[src/rtl/rstc_pkg.sv]
package rstc_pkg;

    // Reset cause codes reported on cause_o
    typedef enum logic [2:0] {
        CAUSE_POWERUP  = 3'd0,
        CAUSE_BROWNOUT = 3'd1,
        CAUSE_WATCHDOG = 3'd2,
        CAUSE_SOFTWARE = 3'd3,
        CAUSE_USER     = 3'd4
    } cause_t;

    // Controller states
    typedef enum logic [1:0] {
        ST_IDLE    = 2'd0,
        ST_HOLD    = 2'd1,
        ST_RELEASE = 2'd2
    } state_t;

endpackage

[src/rtl/rstc_sync.sv]
module rstc_sync #(
    parameter int STAGES = 2
) (
    input  logic clk,
    input  logic por_i,
    input  logic d_i,
    output logic q_o
);
    logic [STAGES-1:0] chain_q;

    // Reset value 0: the pin is treated as low until proven high
    generate
        for (genvar i = 0; i < STAGES; i++) begin : g_stage
            if (i == 0) begin : g_first
                always_ff @(posedge clk or posedge por_i) begin
                    if (por_i) chain_q[0] <= 1'b0;
                    else       chain_q[0] <= d_i;
                end
            end else begin : g_next
                always_ff @(posedge clk or posedge por_i) begin
                    if (por_i) chain_q[i] <= 1'b0;
                    else       chain_q[i] <= chain_q[i-1];
                end
            end
        end
    endgenerate

    assign q_o = chain_q[STAGES-1];
endmodule

[src/rtl/rstc_req_arb.sv]
module rstc_req_arb
    import rstc_pkg::*;
#(
    parameter int          KEY_W  = 8,
    parameter logic [7:0]  SW_KEY = 8'hA5
) (
    input  logic             bod_i,
    input  logic             bod_rst_en_i,
    input  logic             wdt_i,
    input  logic             sw_req_i,
    input  logic [KEY_W-1:0] sw_key_i,
    input  logic             pin_low_i,
    output logic             req_o,
    output cause_t           cause_o
);
    logic bod_ok, sw_ok;

    assign bod_ok = bod_i & bod_rst_en_i;
    assign sw_ok  = sw_req_i & (sw_key_i == KEY_W'(SW_KEY));

    // Fixed priority: brownout, watchdog, software, user
    always_comb begin
        req_o   = 1'b1;
        cause_o = CAUSE_USER;
        if (bod_ok)         cause_o = CAUSE_BROWNOUT;
        else if (wdt_i)     cause_o = CAUSE_WATCHDOG;
        else if (sw_ok)     cause_o = CAUSE_SOFTWARE;
        else if (pin_low_i) cause_o = CAUSE_USER;
        else                req_o   = 1'b0;
    end
endmodule

[src/rtl/rstc_pulse_timer.sv]
module rstc_pulse_timer #(
    parameter int LEN_W   = 4,
    parameter int DEF_LEN = 2
) (
    input  logic             clk,
    input  logic             por_i,
    input  logic             load_i,
    input  logic [LEN_W-1:0] len_i,
    input  logic             run_i,
    output logic             done_o
);
    localparam int CNT_W = (1 << LEN_W) + 1;

    logic [CNT_W-1:0] cnt_q;

    // Cycles minus one for a pulse of 2^(n+1) cycles
    function automatic logic [CNT_W-1:0] span(input logic [LEN_W-1:0] n);
        logic [LEN_W:0] sh;
        sh = {1'b0, n} + (LEN_W+1)'(1);
        return (CNT_W'(1) << sh) - CNT_W'(1);
    endfunction

    always_ff @(posedge clk or posedge por_i) begin
        if (por_i)                    cnt_q <= span(LEN_W'(DEF_LEN));
        else if (load_i)              cnt_q <= span(len_i);
        else if (run_i && cnt_q != 0) cnt_q <= cnt_q - CNT_W'(1);
    end

    assign done_o = (cnt_q == '0);

    // a fresh load never finishes on the next cycle
    p_load_not_done_r2: assert property (@(posedge clk) disable iff (por_i)
        load_i |=> !done_o);
endmodule

[src/rtl/rst_source_ctrl.sv]
module rst_source_ctrl
    import rstc_pkg::*;
#(
    parameter int         LEN_W       = 4,
    parameter int         DEF_LEN     = 2,
    parameter int         KEY_W       = 8,
    parameter logic [7:0] SW_KEY      = 8'hA5,
    parameter int         SYNC_STAGES = 2
) (
    input  logic             clk,
    input  logic             por_i,
    input  logic             bod_i,
    input  logic             bod_rst_en_i,
    input  logic             wdt_i,
    input  logic             sw_req_i,
    input  logic [KEY_W-1:0] sw_key_i,
    input  logic             len_we_i,
    input  logic [LEN_W-1:0] len_i,
    input  logic             nrst_pad_i,
    output logic             nrst_pad_oe_o,
    output logic             sys_rst_o,
    output logic [2:0]       cause_o
);
    state_t           state_q, state_d;
    cause_t           cause_q, arb_cause;
    logic [LEN_W-1:0] len_q;
    logic             pin_sync, arb_req, tmr_done, tmr_load;

    // Pin synchroniser
    rstc_sync #(.STAGES(SYNC_STAGES)) u_sync (
        .clk   (clk),
        .por_i (por_i),
        .d_i   (nrst_pad_i),
        .q_o   (pin_sync)
    );

    // Source arbitration
    rstc_req_arb #(.KEY_W(KEY_W), .SW_KEY(SW_KEY)) u_arb (
        .bod_i        (bod_i),
        .bod_rst_en_i (bod_rst_en_i),
        .wdt_i        (wdt_i),
        .sw_req_i     (sw_req_i),
        .sw_key_i     (sw_key_i),
        .pin_low_i    (~pin_sync),
        .req_o        (arb_req),
        .cause_o      (arb_cause)
    );

    // Minimum pulse timer
    rstc_pulse_timer #(.LEN_W(LEN_W), .DEF_LEN(DEF_LEN)) u_tmr (
        .clk    (clk),
        .por_i  (por_i),
        .load_i (tmr_load),
        .len_i  (len_q),
        .run_i  (state_q == ST_HOLD),
        .done_o (tmr_done)
    );

    // Length field
    always_ff @(posedge clk or posedge por_i) begin
        if (por_i)         len_q <= LEN_W'(DEF_LEN);
        else if (len_we_i) len_q <= len_i;
    end

    // Next state
    always_comb begin
        state_d  = state_q;
        tmr_load = 1'b0;
        unique case (state_q)
            ST_IDLE: begin
                if (arb_req) begin
                    state_d  = ST_HOLD;
                    tmr_load = 1'b1;
                end
            end
            ST_HOLD:    if (tmr_done) state_d = ST_RELEASE;
            ST_RELEASE: if (pin_sync) state_d = ST_IDLE;
            default:    state_d = ST_HOLD;
        endcase
    end

    // State register; power-on forces HOLD with power-up cause
    always_ff @(posedge clk or posedge por_i) begin
        if (por_i) begin
            state_q <= ST_HOLD;
            cause_q <= CAUSE_POWERUP;
        end else begin
            state_q <= state_d;
            if (state_q == ST_IDLE && arb_req) cause_q <= arb_cause;
        end
    end

    // Outputs
    always_comb begin
        nrst_pad_oe_o = 1'b0;
        sys_rst_o     = 1'b1;
        unique case (state_q)
            ST_IDLE:    sys_rst_o     = 1'b0;
            ST_HOLD:    nrst_pad_oe_o = 1'b1;
            ST_RELEASE: ;
            default:    nrst_pad_oe_o = 1'b1;
        endcase
    end

    assign cause_o = cause_q;

    // cause frozen while a reset is active
    p_cause_frozen_r11: assert property (@(posedge clk) disable iff (por_i)
        (state_q != ST_IDLE) |=> $stable(cause_q));

    // pin drive is part of the system reset
    p_drive_in_reset_r2: assert property (@(posedge clk) disable iff (por_i)
        nrst_pad_oe_o |-> sys_rst_o);

    // no leaving release while the pin still reads low
    p_wait_for_pin_r4: assert property (@(posedge clk) disable iff (por_i)
        (state_q == ST_RELEASE && !pin_sync) |=> (state_q == ST_RELEASE));

    // brownout alone with the enable cleared keeps the block idle
    p_bod_gated_r6: assert property (@(posedge clk) disable iff (por_i)
        (state_q == ST_IDLE && !bod_rst_en_i && !wdt_i && !sw_req_i && pin_sync)
        |=> (state_q == ST_IDLE));

    // the drive lasts until the timer expires
    p_hold_until_done_r2: assert property (@(posedge clk) disable iff (por_i)
        (state_q == ST_HOLD && !tmr_done) |=> (state_q == ST_HOLD));
endmodule

[config.mk]
export PLATFORM = sky130hd
export DESIGN_NAME = rst_source_ctrl
export DESIGN_NICKNAME = d
export VERILOG_FILES = /design/src/rtl/rstc_pkg.sv /design/src/rtl/rstc_sync.sv /design/src/rtl/rstc_req_arb.sv /design/src/rtl/rstc_pulse_timer.sv /design/src/rtl/rst_source_ctrl.sv
export SDC_FILE = /design/constraint.sdc
export NUM_CORES = 1
export LEC_CHECK = 0
export BUFFER_PORTS_ARGS = -buffer_cell sky130_fd_sc_hd__buf_2
export CAP_MARGIN = 15
export CORE_MARGIN = 8
export CORE_UTILIZATION = 61
export DETAILED_ROUTE_END_ITERATION = 7
export PLACE_DENSITY = 0.84
export SLEW_MARGIN = 20
export SYNTH_ARGS = -nofsm -noshare
export SYNTH_HDL_FRONTEND = slang
export SYNTH_SLANG_ARGS = --single-unit
[constraint.sdc]
create_clock -name clk -period 3.77 [get_ports clk]
set_input_delay 0.377 -clock clk [delete_from_list [all_inputs] [get_ports clk]]
set_output_delay 0.377 -clock clk [all_outputs]
set_load 0.02 [all_outputs]
## Word level (Yosys, flattened, before mapping)

Index checks and enable logic that the tools add are counted.
W data, S select, Z words.

- Latch bits: 0
- Bits of input ports: 20
- Output and inout bits: 5
- Memories kept: 0
- Register bits: 28
- Bits in read-only memories: 0
- Bits in writable memories: 0

- Divide/modulo/power cells: 0
- Order comparisons: 0
- Muxes and demuxes: 17
- Bitwise operators: 2
- Add/sub/neg operators: 3
- Shifts and indexed selects: 1
- Eq/ne operators: 6
- Multipliers: 0
- Reduce and logical (&&, ||, !) cells: 8

Operator list:

| cell | number |
|---|---|
| $mux W17 | 2 |
| $logic_not A17 Y1 | 1 |
| $reduce_bool A17 Y1 | 1 |
| $shl A1 B5 Y17 const A | 1 |
| $sub A17 B1 Y17 const B | 1 |
| $sub A17 B2 Y17 const B | 1 |
| $mux W3 | 3 |
| $eq A8 B8 Y1 const B | 1 |
| $mux W1 | 8 |
| $mux W2 | 3 |
| $pmux W2 S3 | 1 |
| $add A4 B1 Y5 const B | 1 |
| $ne A2 B2 Y1 const B | 2 |
| $reduce_and A3 Y1 | 1 |
| $and A1 B1 Y1 | 2 |
| $eq A2 B1 Y1 const B | 1 |
| $eq A2 B2 Y1 const B | 1 |
| $logic_and A1 B1 Y1 | 2 |
| $logic_not A2 Y1 | 1 |
| $ne A2 B1 Y1 const B | 1 |
| $reduce_bool A2 Y1 | 1 |
| $reduce_or A2 Y1 | 1 |

## Depth between registers and ports, before layout

Gate-level depths: netlist (run 1).

- Depth in word-level cells: 8
- Gate-level depth with buffers: 10

## Cells and area by module

From an unflattened synthesis (run 1), not the netlist that was laid out.

- Cell total of the unflattened synthesis: 213
- Area total of the unflattened synthesis: 1933.1 um2

Modules (own cells, without submodules):

| module | times used | cells each | area an instance (um2) |
|---|---|---|---|
| rstc_pulse_timer | 1 | 169 | 1380.1 |
| rst_source_ctrl | 1 | 33 | 425.4 |
| rstc_req_arb | 1 | 8 | 73.8 |
| rstc_sync | 1 | 3 | 53.8 |

## Worst setup path before layout (run 1)

Ideal clock, no wire load.

- Kind: flip-flop to flip-flop
- Start: register u_tmr.cnt_q[0]
- End: register state_q[1]
- Stages on the path, launching flop included: 8
- Library setup time: 0.128 ns
- Path buffers: 0
- Clock period less this slack: 2.161 ns
- Setup slack: 1.609 ns
- Arrival time: 2.033 ns
- Required time: 3.642 ns
- Cells stage by stage: dfstp_2 inv_1 ha_1 or4b_1 nor3_4 a21boi_2 a221oi_2 mux2_1

- Longest elaborated chain between the ends: 3

RTL lines:

| element | RTL line | source |
|---|---|---|
| start: declaration | rstc_pulse_timer.sv:14 | `logic [CNT_W-1:0] cnt_q;` |
| start signal: assignment | rstc_pulse_timer.sv:24 | `if (por_i) cnt_q <= span(LEN_W'(DEF_LEN));` |
| start signal: assignment | rstc_pulse_timer.sv:25 | `else if (load_i) cnt_q <= span(len_i);` |
| start signal: assignment | rstc_pulse_timer.sv:26 | `else if (run_i && cnt_q != 0) cnt_q <= cnt_q - CNT_W'(1);` |
| $logic_not A17 Y1 | rstc_pulse_timer.sv:29 | `assign done_o = (cnt_q == '0);` |
| $ne A2 B2 Y1 (no source line) | -- |  |
| $reduce_and A3 Y1 (no source line) | -- |  |
| end signal: assignment | rst_source_ctrl.sv:88 | `state_q <= state_d;` |
| end: declaration | rst_source_ctrl.sv:24 | `state_t state_q, state_d;` |

Every way passes these cells.
A chain may end at the register's enable or synchronous reset.

## Final worst setup path (run 1)

Ends and elaborated chain as after synthesis.

==> impl_metrics.ini, run 1 <==
[run_status]
status = finished clean

[synth]
syn_inst = 198
synth_compound_area_frac = 0.204
synthAdderAreaFrac = 0.0418
synthArstFlopShare = 1.00
synthXorXnorAreaFrac = 0.0585
yosysTopAreaCell = dfrtp_1
synth_top_cell_area_share = 0.320
synth_seq_area_share = 0.393
dominantRegCellSynth = dfrtp_1
ys_ff_latch = 28
synth_edf_count = 0
synth_top_family_by_area = simple AND/OR/NAND/NOR gates
synth_mux_area_frac = 0.0424
syn_area_mm2 = 0.00180
synth.yosys.warnings = 0
yosysUniqueCellTypes = 50
yosys-top-cells-area = dfrtp_1, dfstp_2, a21oi_1
syn_area_per_cell_um2 = 9.08
synthSimpleGateAreaFrac = 0.212
syn_nets = 224

[floorplan]
dieArea_mm2 = 0.00494
io_pins = 25
die_y_um = 70.3
row_count = 19
core_mm2 = 0.00278
start_util = 0.646
die_x_um = 70.3

[cells_and_area]
diodes = 0
syn_to_final_growth_pct = 9.53
nets = 241
layout_common_cells = buf_2, a21oi_1, dfrtp_1, nor2_1, xnor2_1
finalNonFillerCells = 245
final_common_cell = buf_2
final_core_util = 0.708
drive_above_1_share = 0.210

[timing]
finClkSkew_ns = 0.00775
setup_viol = 0
worst_pin_slew_ns = 0.600
rsz0062_at_grt = no
period_needed_ns = 2.38
max-slew-margin-rel = 0.590
max_freq_mhz = 420
slew_viol_final = 0
final.setup.tns_ns = 0
fin_ws_ns = 1.39
fin_crit_sh = 0.631
hold_violations = 0

[setup_path]
slowest_stage = or4b_1
path_cells = inv_1, ha_1, or4b_1, nor3_4, a21boi_2, a221oi_2, mux2_1
max_stage_delay_ns = 0.51
crit_fanout = 9
crit_buf_inv = 1
required_ns = 4.00
arrival_ns = 2.61
endpoint_kind = flop
start_kind = flop
worstSetupPathType = flop to flop
critPathTopFamily = simple AND/OR/NAND/NOR gates

[clocking]
cts_hold_buf = 0
clk_latency_ns = 0.34
ctsHtreeMaxLevel = 1
cts_setup_buffers = 0
cts_buffers = 3
clk_pin_slew_worst_paths_ns = 0.15
cts_num_sinks = 28
cts_buffer_depth = 2
cts_tree = yes
cts_root_buffer = clkbuf_4
ctsResizeCount = 0

[power]
switching_power_mw = 0.141
combPwrFrac = 0.110
pwr-share-seq = 0.609
vdd_drop_max_v = 0.000305
swShare = 0.264
intPower_mw = 0.393
power_leakage_nw = 0.764
p_per_area_mw_per_mm2 = 271
power_frac_clock = 0.282

[run]
cap_viol_max_count = 0

[drt]
drc = 0
ant_nets = 0
drt-total-wl_um = 4070
avgRoutedWirePerCell_um = 16.6
avgViaCountPerCell = 6.40
drtIter0Drc = 112
first_pass_iters = 4
vias = 1567

[place]
post-place-ws_ns = 1.44
io_buffers = 24
place_hpwl_um = 3040
place_inst = 240
place.gp.congestion = 0.863

[global_routing]
grt_max_degree = 33
overflow = 0
grt_pass1_vias = 1555
antenna_found_initial = 0
grt_usage = 0.168
grt_first_pass_wirelength_um = 7020

[worst_hold_path]
hold_path_class = input pin to asynchronous set/reset pin
## power by group through the flow
stage / logic, mW / registers [mW] / clock network, mW
4_1_cts: 0.0584 / 0.324 / 0.153
2_1_floorplan: 0.0525 / 0.315 / 0
3_5_place_dp: 0.0580 / 0.330 / 0
3_3_place_gp: 0.0558 / 0.329 / 0
5_1_grt: 0.0655 / 0.327 / 0.162
6_report: 0.0585 / 0.325 / 0.150
## synth_stat cells, types with 2 or more instances
cell and count:
nand2b_1 3, or4_1 3, a21o_1 2, nand3_1 3, mux2i_1 2, o22ai_1 2, o21ai_0 5, dfstp_2 5
nand4_1 2, nand2_1 9, nor2b_1 2, xnor2_1 11, inv_1 9, a31oi_1 4, a211oi_1 3, mux2_2 4
dfrtp_1 23, clkbuf_1 13, ha_1 6, a2111oi_0 3, a311oi_1 2, nor2_1 14, a21oi_1 23, o31ai_1 2
nor3_1 9, nor4_1 4, and2_1 2, a22oi_1 3, nor3b_1 4
## path summary, 6_finish.rpt
| path | from | endpoint | slack, ns | cells past startpoint |
|---|---|---|---|---|
| min in group clk | nrst_pad_i | u_sync.chain_q[0] | 0.13 | 1 |
| max | u_tmr.cnt_q[0] | state_q[1] | 1.39 | 7 |
| max in group asynchronous | por_i | state_q[1] | 3.30 | 2 |
| min reg2reg | u_sync.chain_q[0] | u_sync.q_o | 0.39 | 0 |
| max reg2reg | u_tmr.cnt_q[0] | state_q[1] | 1.39 | 7 |
| min | por_i | len_q[0] | 0.07 | 2 |
## state kept, by name (all words and copies together), names as in the netlist
register,cells
state_q,2
cause_o,3
u_sync.chain_q,1
len_q,4
u_sync.q_o,1
u_tmr.cnt_q,17
## kinds of logic (layout without fill, tap and decap cells)
family / count (synthesis) / count (layout)
flops: 28 / 28
buf+inv: 22 / 38
compound gates: 56 / 56
fa+ha+maj: 6 / 6
simple gates: 66 / 66
other cells: 1 / 1
mux: 7 / 7
xor+xnor: 12 / 12
## through the flow
step / hold WS [ns] / area (um^2) / power [mW]
2_1_floorplan: 0.331 / 1800 / 0.367
3_3_place_gp: 0.344 / 1920 / 0.385
3_5_place_dp: 0.352 / 1920 / 0.388
4_1_cts: 0.121 / 1960 / 0.536
5_1_grt: 0.108 / 1970 / 0.554
6_report: 0.0740 / 1970 / 0.533
## cell type report
class,instances,area [um^2]
flip-flops and latches,28,707
multi-input cells,148,1020
inverters,9,33.8
fillers,203,812
repair buffers,25,131
well taps,31,38.8
clock buffers,4,36.3
## metal layers
| metal | wire length, um | part of all wire | vias to the layer above | GRT usage |
|---|---|---|---|---|
| li1 | - | - | 755 | - |
| met1 | 1820 | 0.45 | 743 | 0.208 |
| met2 | 1950 | 0.48 | 60 | 0.269 |
| met3 | 234 | 0.057 | 9 | 0.0367 |
| met4 | 74 | 0.018 | 0 | 0.0804 |
| met5 | 0 | 0 | - | 0 |
## worst reg2reg max path, cell delays in order (launching register included)
cell      delay, ns
dfstp_2        0.41
inv_1          0.06
ha_1           0.21
or4b_1         0.51
nor3_4         0.31
a21boi_2       0.17
a221oi_2       0.27
mux2_1         0.35
No activity file was read; power rests on OpenSTA's default activity.
==> run 2, diff against run 1 <==
--- a/config.mk
+++ b/config.mk
@@ -8,9 +8,9 @@
 export BUFFER_PORTS_ARGS = -buffer_cell sky130_fd_sc_hd__buf_2
 export CAP_MARGIN = 15
 export CORE_MARGIN = 8
-export CORE_UTILIZATION = 61
+export CORE_UTILIZATION = 57
 export DETAILED_ROUTE_END_ITERATION = 7
-export PLACE_DENSITY = 0.84
+export PLACE_DENSITY = 0.79
 export SLEW_MARGIN = 20
 export SYNTH_ARGS = -nofsm -noshare
 export SYNTH_HDL_FRONTEND = slang
==> constraint.sdc (replaced) <==
create_clock -name clk -period 2.25 [get_ports clk]
set_input_delay 0.225 -clock clk [delete_from_list [all_inputs] [get_ports clk]]
set_output_delay 0.225 -clock clk [all_outputs]
set_load 0.02 [all_outputs]
==> run 2 against run 1 <==
Against the previous run:
- combinational power increased by 120%
- hold slack improved by 0.041 ns
- non-clock buffer count rose by 11
- clock power rose by 120%
- sequential power rose by 62%
- critical path depth fell by 2
- via count increased by 0.45%
- setup slack got worse by 1.2 ns
- maximum frequency up 14%
- clock skew shrank 0.0014 ns
- core utilization decreased by 1.0 points
- critical path type unchanged
==> impl_metrics.ini, run 2 (same netlist as run 1, synthesis figures left out) <==
[drt]
avgRoutedWirePerCell_um = 14.8
drt-total-wl_um = 3990
drc = 0
vias = 1574
avgViaCountPerCell = 5.85
first_pass_iters = 4
ant_nets = 0
drtIter0Drc = 108

[floorplan]
die_y_um = 72.2
io_pins = 25
start_util = 0.594
dieArea_mm2 = 0.00521
core_mm2 = 0.00303
die_x_um = 72.2
row_count = 20

[cells_and_area]
diodes = 0
syn_to_final_growth_pct = 17.5
final_core_util = 0.698
drive_above_1_share = 0.258
layout_common_cells = buf_2, a21oi_1, dfrtp_1, nor2_1, xnor2_1
finalNonFillerCells = 269
final_common_cell = buf_2
final_area_mm2 = 0.00211
nets = 252
largest_reg_flops = 17
regMostFlops = u_tmr.cnt_q

[clocking]
clk_latency_ns = 0.33
cts_buffers = 3
cts_num_sinks = 28
cts_root_buffer = clkbuf_4
cts_tree = yes
cts_buffer_depth = 2
ctsHtreeMaxLevel = 1
clk_pin_slew_worst_paths_ns = 0.15

[power]
pwr-share-seq = 0.535
switching_power_mw = 0.232
intPower_mw = 0.750
power.total_mw = 0.982
p_per_area_mw_per_mm2 = 465
combPwrFrac = 0.130
power_frac_clock = 0.335
swShare = 0.237
power_leakage_nw = 0.828
vdd_drop_max_v = 0.000406

[global_routing]
grt_pass1_vias = 1585
grt_first_pass_wirelength_um = 6950
grt_usage = 0.163
overflow = 0
grt_max_degree = 33
antenna_found_initial = 0

[setup_path]
r2r_start = u_tmr.cnt_q[9]
reg2regPathDepth = 5
crit_buf_inv = 0
r2r_slack_ns = 0.16
required_ns = 2.48
worstSetupPathDepth = 5
critPathTopFamily = simple AND/OR/NAND/NOR gates
slowest_stage = dfrtp_1
crit_path_end = state_q[1]
crit_start = u_tmr.cnt_q[9]
endpoint_kind = flop
worstSetupPathType = flop to flop
start_kind = flop
max_stage_delay_ns = 0.46
rr_endpoint = state_q[1]
crit_fanout = 7
arrival_ns = 2.32
path_cells = nor4_1, and2_1, a21boi_2, a221oi_2, mux2_1

[worst_hold_path]
hold_path.startpoint = len_i[0]
hold_path_class = input pin to flop

[timing]
max-slew-margin-rel = 0.629
max_freq_mhz = 479
period_needed_ns = 2.09
finClkSkew_ns = 0.00633
slew_viol_final = 0
hold_slack_ns = 0.115
worst_pin_slew_ns = 0.556
rsz0062_at_grt = no
setup_viol = 0
fin_crit_sh = 0.927
hold_violations = 0

[run_status]
status = finished clean

[place]
place_hpwl_um = 2930
io_buffers = 24
place.gp.congestion = 0.897
place_inst = 259
place_area_mm2 = 0.00198

[run]
cap_viol_max_count = 0
==> run 2: cell types whose count changed in the layout (fill, tap and decap cells not counted), sizes merged <==
cell	previous run	this run
bufinv	0	1
buf	25	34
clkbuf	4	3
dlygate4sd3	0	2
==> run 2: stage by stage <==
stage / worst slack [ns] / setup TNS [ns]
finish: 0.164 / 0
global route: 0.0357 / 0
CTS: 0.0283 / 0
detailed placement: -0.0229 / -0.0229
global placement: 0.0965 / 0
floorplan: 0.0894 / 0
==> run 2: worst min path at each step <==
stage	to	slack, ns	depth (start not counted)
after CTS	len_q[0]	0.10	2
after detailed placement	u_sync.chain_q[0]	0.30	3
after global placement	u_sync.chain_q[0]	0.30	3
after floorplan	u_sync.chain_q[0]	0.26	0
after global routing	len_q[3]	0.09	2
final	len_q[0]	0.11	2
==> run 2: power by group through the flow <==
| stage | registers, mW | clock network (mW) | logic [mW] |
|---|---|---|---|
| floorplan | 0.528 | 0 | 0.0879 |
| global placement | 0.538 | 0 | 0.113 |
| detailed placement | 0.539 | 0 | 0.117 |
| CTS | 0.529 | 0.337 | 0.120 |
| global route | 0.528 | 0.355 | 0.142 |
| finish | 0.526 | 0.329 | 0.127 |
==> run 2: cell type report <==
class / instances / area, um^2
multi-input combinational: 148 / 1040
fill: 226 / 915
sequential: 28 / 708
timing repair buffer: 36 / 223
tap: 44 / 55.1
inverter: 9 / 33.8
clock inverter: 1 / 30.0
clock buffer: 3 / 22.5
==> run 2: layer usage <==
metal / global-route usage / vias to the layer above / routed length [um]
li1: - / 781 / -
met1: 0.208 / 747 / 1810
met2: 0.273 / 44 / 1990
met3: 0.0248 / 2 / 170
met4: 0.0544 / 0 / 15
met5: 0 / - / 0
==> run 2: timing repair <==
| item | in CTS | in global routing |
|---|---|---|
| endpoints found under the setup margin | 1 | 5 |
| pin swaps | 1 | 1 |
| hold buffers | 2 | 0 |
| setup buffers | 1 | 2 |
| endpoints found under the hold margin | 24 | 0 |
| gates resized for setup | 2 | 5 |
==> run 3, diff against run 2 <==
--- a/config.mk
+++ b/config.mk
@@ -5,12 +5,15 @@
 export SDC_FILE = /design/constraint.sdc
 export NUM_CORES = 1
 export LEC_CHECK = 0
+export ABC_AREA = 1
 export BUFFER_PORTS_ARGS = -buffer_cell sky130_fd_sc_hd__buf_2
 export CAP_MARGIN = 15
+export CORE_ASPECT_RATIO = 0.6
 export CORE_MARGIN = 8
-export CORE_UTILIZATION = 57
+export CORE_UTILIZATION = 58
+export CTS_CLUSTER_DIAMETER = 60
 export DETAILED_ROUTE_END_ITERATION = 7
-export PLACE_DENSITY = 0.79
+export PLACE_DENSITY = 0.8
 export SLEW_MARGIN = 20
 export SYNTH_ARGS = -nofsm -noshare
 export SYNTH_HDL_FRONTEND = slang
==> run 3 against run 2 <==
Against the previous run:
- the run now ends with hold timing left
- register-to-register slack better by 0.10 ns
- critical path depth grew 5
- clock power barely moved
- flip-flop and latch count unchanged
- sequential power grew 76%
- cell area grew 5.7%
- total power increased to 2.8 times the previous value
- die area grew 10%
- largest cell class unchanged
- highest routed layer unchanged
==> impl_metrics.ini, run 3 <==
[clocking]
cts_root_buffer = clkbuf_8
ctsHtreeMaxLevel = 1
cts_buffers = 3
clk_latency_ns = 0.29
cts_num_sinks = 28
ctsResizeCount = 0
cts_hold_buf = 0
cts_setup_buffers = 0
cts_tree = yes
clk_pin_slew_worst_paths_ns = 0.10
cts_buffer_depth = 2

[power]
power_leakage_nw = 1.18
power.total_mw = 2.71
vdd_drop_max_v = 0.000673
p_per_area_mw_per_mm2 = 1210

[setup_path]
worstSetupPathType = flop to flop
endpoint_kind = flop
r2r_slack_ns = 0.27
reg2regPathDepth = 10
required_ns = 2.43
crit_path_end = u_tmr.cnt_q[4]
start_kind = flop
crit_start = u_tmr.cnt_q[0]
crit_fanout = 21
arrival_ns = 2.16
r2r_start = u_tmr.cnt_q[0]
rr_endpoint = u_tmr.cnt_q[4]

[run]
cap_viol_max_count = 0

[drt]
avgViaCountPerCell = 5.39
drtIter0Drc = 264
vias = 2012
avgRoutedWirePerCell_um = 13.3
ant_nets = 0
drt-total-wl_um = 4940
first_pass_iters = 5
drc = 0

[synth]
yosys-top-cells-area = dfrtp_1, nand2_1, nand3_1
syn_area_per_cell_um2 = 6.69
synth_seq_area_share = 0.346
syn_area_mm2 = 0.00204
synth_top_cell_area_share = 0.282
dominantRegCellSynth = dfrtp_1
syn_inst = 305
ys_ff_latch = 28
synth.yosys.warnings = 0
yosysTopAreaCell = dfrtp_1
synth_most_common_cell = nand2_1
yosysUniqueCellTypes = 30
syn_nets = 331
synth_edf_count = 0
ys_top_cells_by_count = nand2_1, nor2_1, nand3_1, inv_1, dfrtp_1
synthArstFlopShare = 1.00

[timing]
slew_viol_final = 0
fin_ws_ns = 0.269
rsz0062_at_grt = no
fin_crit_sh = 0.881
final.setup.tns_ns = 0
setup_viol = 0
max_freq_mhz = 505
period_needed_ns = 1.98
hold_slack_ns = -0.00787
finClkSkew_ns = 0.00810
hold_violations = 16

[run_status]
status = finished with violations
violations = hold timing

[cells_and_area]
regMostFlops = u_tmr.cnt_q
drive_above_1_share = 0.152
largest_reg_flops = 17
nets = 355
diodes = 0
final_common_cell = nand2_1
layout_common_cells = nand2_1, nor2_1, nand3_1, inv_1, buf_2
syn_to_final_growth_pct = 9.50

[worst_hold_path]
hold_path_class = input pin to asynchronous set/reset pin

[floorplan]
row_count = 16
dieArea_mm2 = 0.00573
io_pins = 25
die_y_um = 61.9
core_mm2 = 0.00330
die_x_um = 92.6
start_util = 0.618

[global_routing]
grt_pass1_vias = 1730
overflow = 0
grt_first_pass_wirelength_um = 8480
antenna_found_initial = 0
grt_usage = 0.187
grt_max_degree = 29

[place]
place_hpwl_um = 3870
place.gp.congestion = 0.976
post-place-ws_ns = 0.319
io_buffers = 24
==> run 3: final cells by class <==
cell class | count | area (um^2)
inverter | 33 | 124
tap | 45 | 56.3
sequential | 28 | 707
timing repair buffer | 25 | 128
clock buffer | 4 | 55.1
fill | 307 | 1070
multi-input combinational | 238 | 1160
==> run 3: cells by family (layout without fill, tap and decap cells) <==
| family | after synthesis | after routing | share of synthesized area |
|---|---|---|---|
| and+or+nand+nor | 191 | 191 | 0.405 |
| xor gates and xnor gates | 12 | 12 | 0.0515 |
| adders and majority gates | 6 | 6 | 0.0368 |
| DFF | 28 | 28 | 0.346 |
| buffers and inverters | 39 | 62 | 0.0828 |
| other | 1 | 1 | 0.00184 |
| AOI/OAI and AO/OA | 28 | 28 | 0.0760 |
==> run 3: worst min-delay path by stage <==
stage	endpoint	slack, ns	cells after the start
finish	u_tmr.cnt_q[16]	-0.008	3
global route	u_tmr.cnt_q[14]	0.04	3
CTS	u_tmr.cnt_q[14]	0.009	3
detailed placement	u_tmr.cnt_q[14]	0.32	3
global placement	u_tmr.cnt_q[14]	0.31	3
floorplan	u_sync.chain_q[0]	0.26	0
==> run 3: layer usage <==
layer	share of wire	track usage	vias to the layer above
met1	0.51	0.283	919
met5	0	0	-
met4	0.0047	0.0295	0
met2	0.40	0.267	81
met3	0.083	0.0384	4
li1	-	-	1008
==> run 3: critical path, stage by stage (launching register included) <==
cell,delay (ns)
dfstp_2,0.55
inv_1,0.07
ha_1,0.24
nand2_2,0.12
nor2_2,0.06
nand3b_2,0.10
nand2_4,0.07
nand2_4,0.20
clkinv_1,0.26
nand2_1,0.12
o21ai_1,0.07
==> run 3: metrics by stage <==
stage,utilization,hold slack (ns),area [um^2],cells
floorplan,-,0.256,2040,305
global placement,0.660,0.307,2180,369
detailed placement,0.660,0.322,2180,369
CTS,0.677,0.00877,2230,373
global route,0.677,0.0371,2230,373
finish,0.677,-0.00787,2230,373
==> run 3: where the power goes <==
part | internal (mW) | switching, mW | total, mW
Combinational | 0.494 | 0.967 | 1.46
Clock | 0.157 | 0.169 | 0.326
Sequential | 0.730 | 0.197 | 0.927
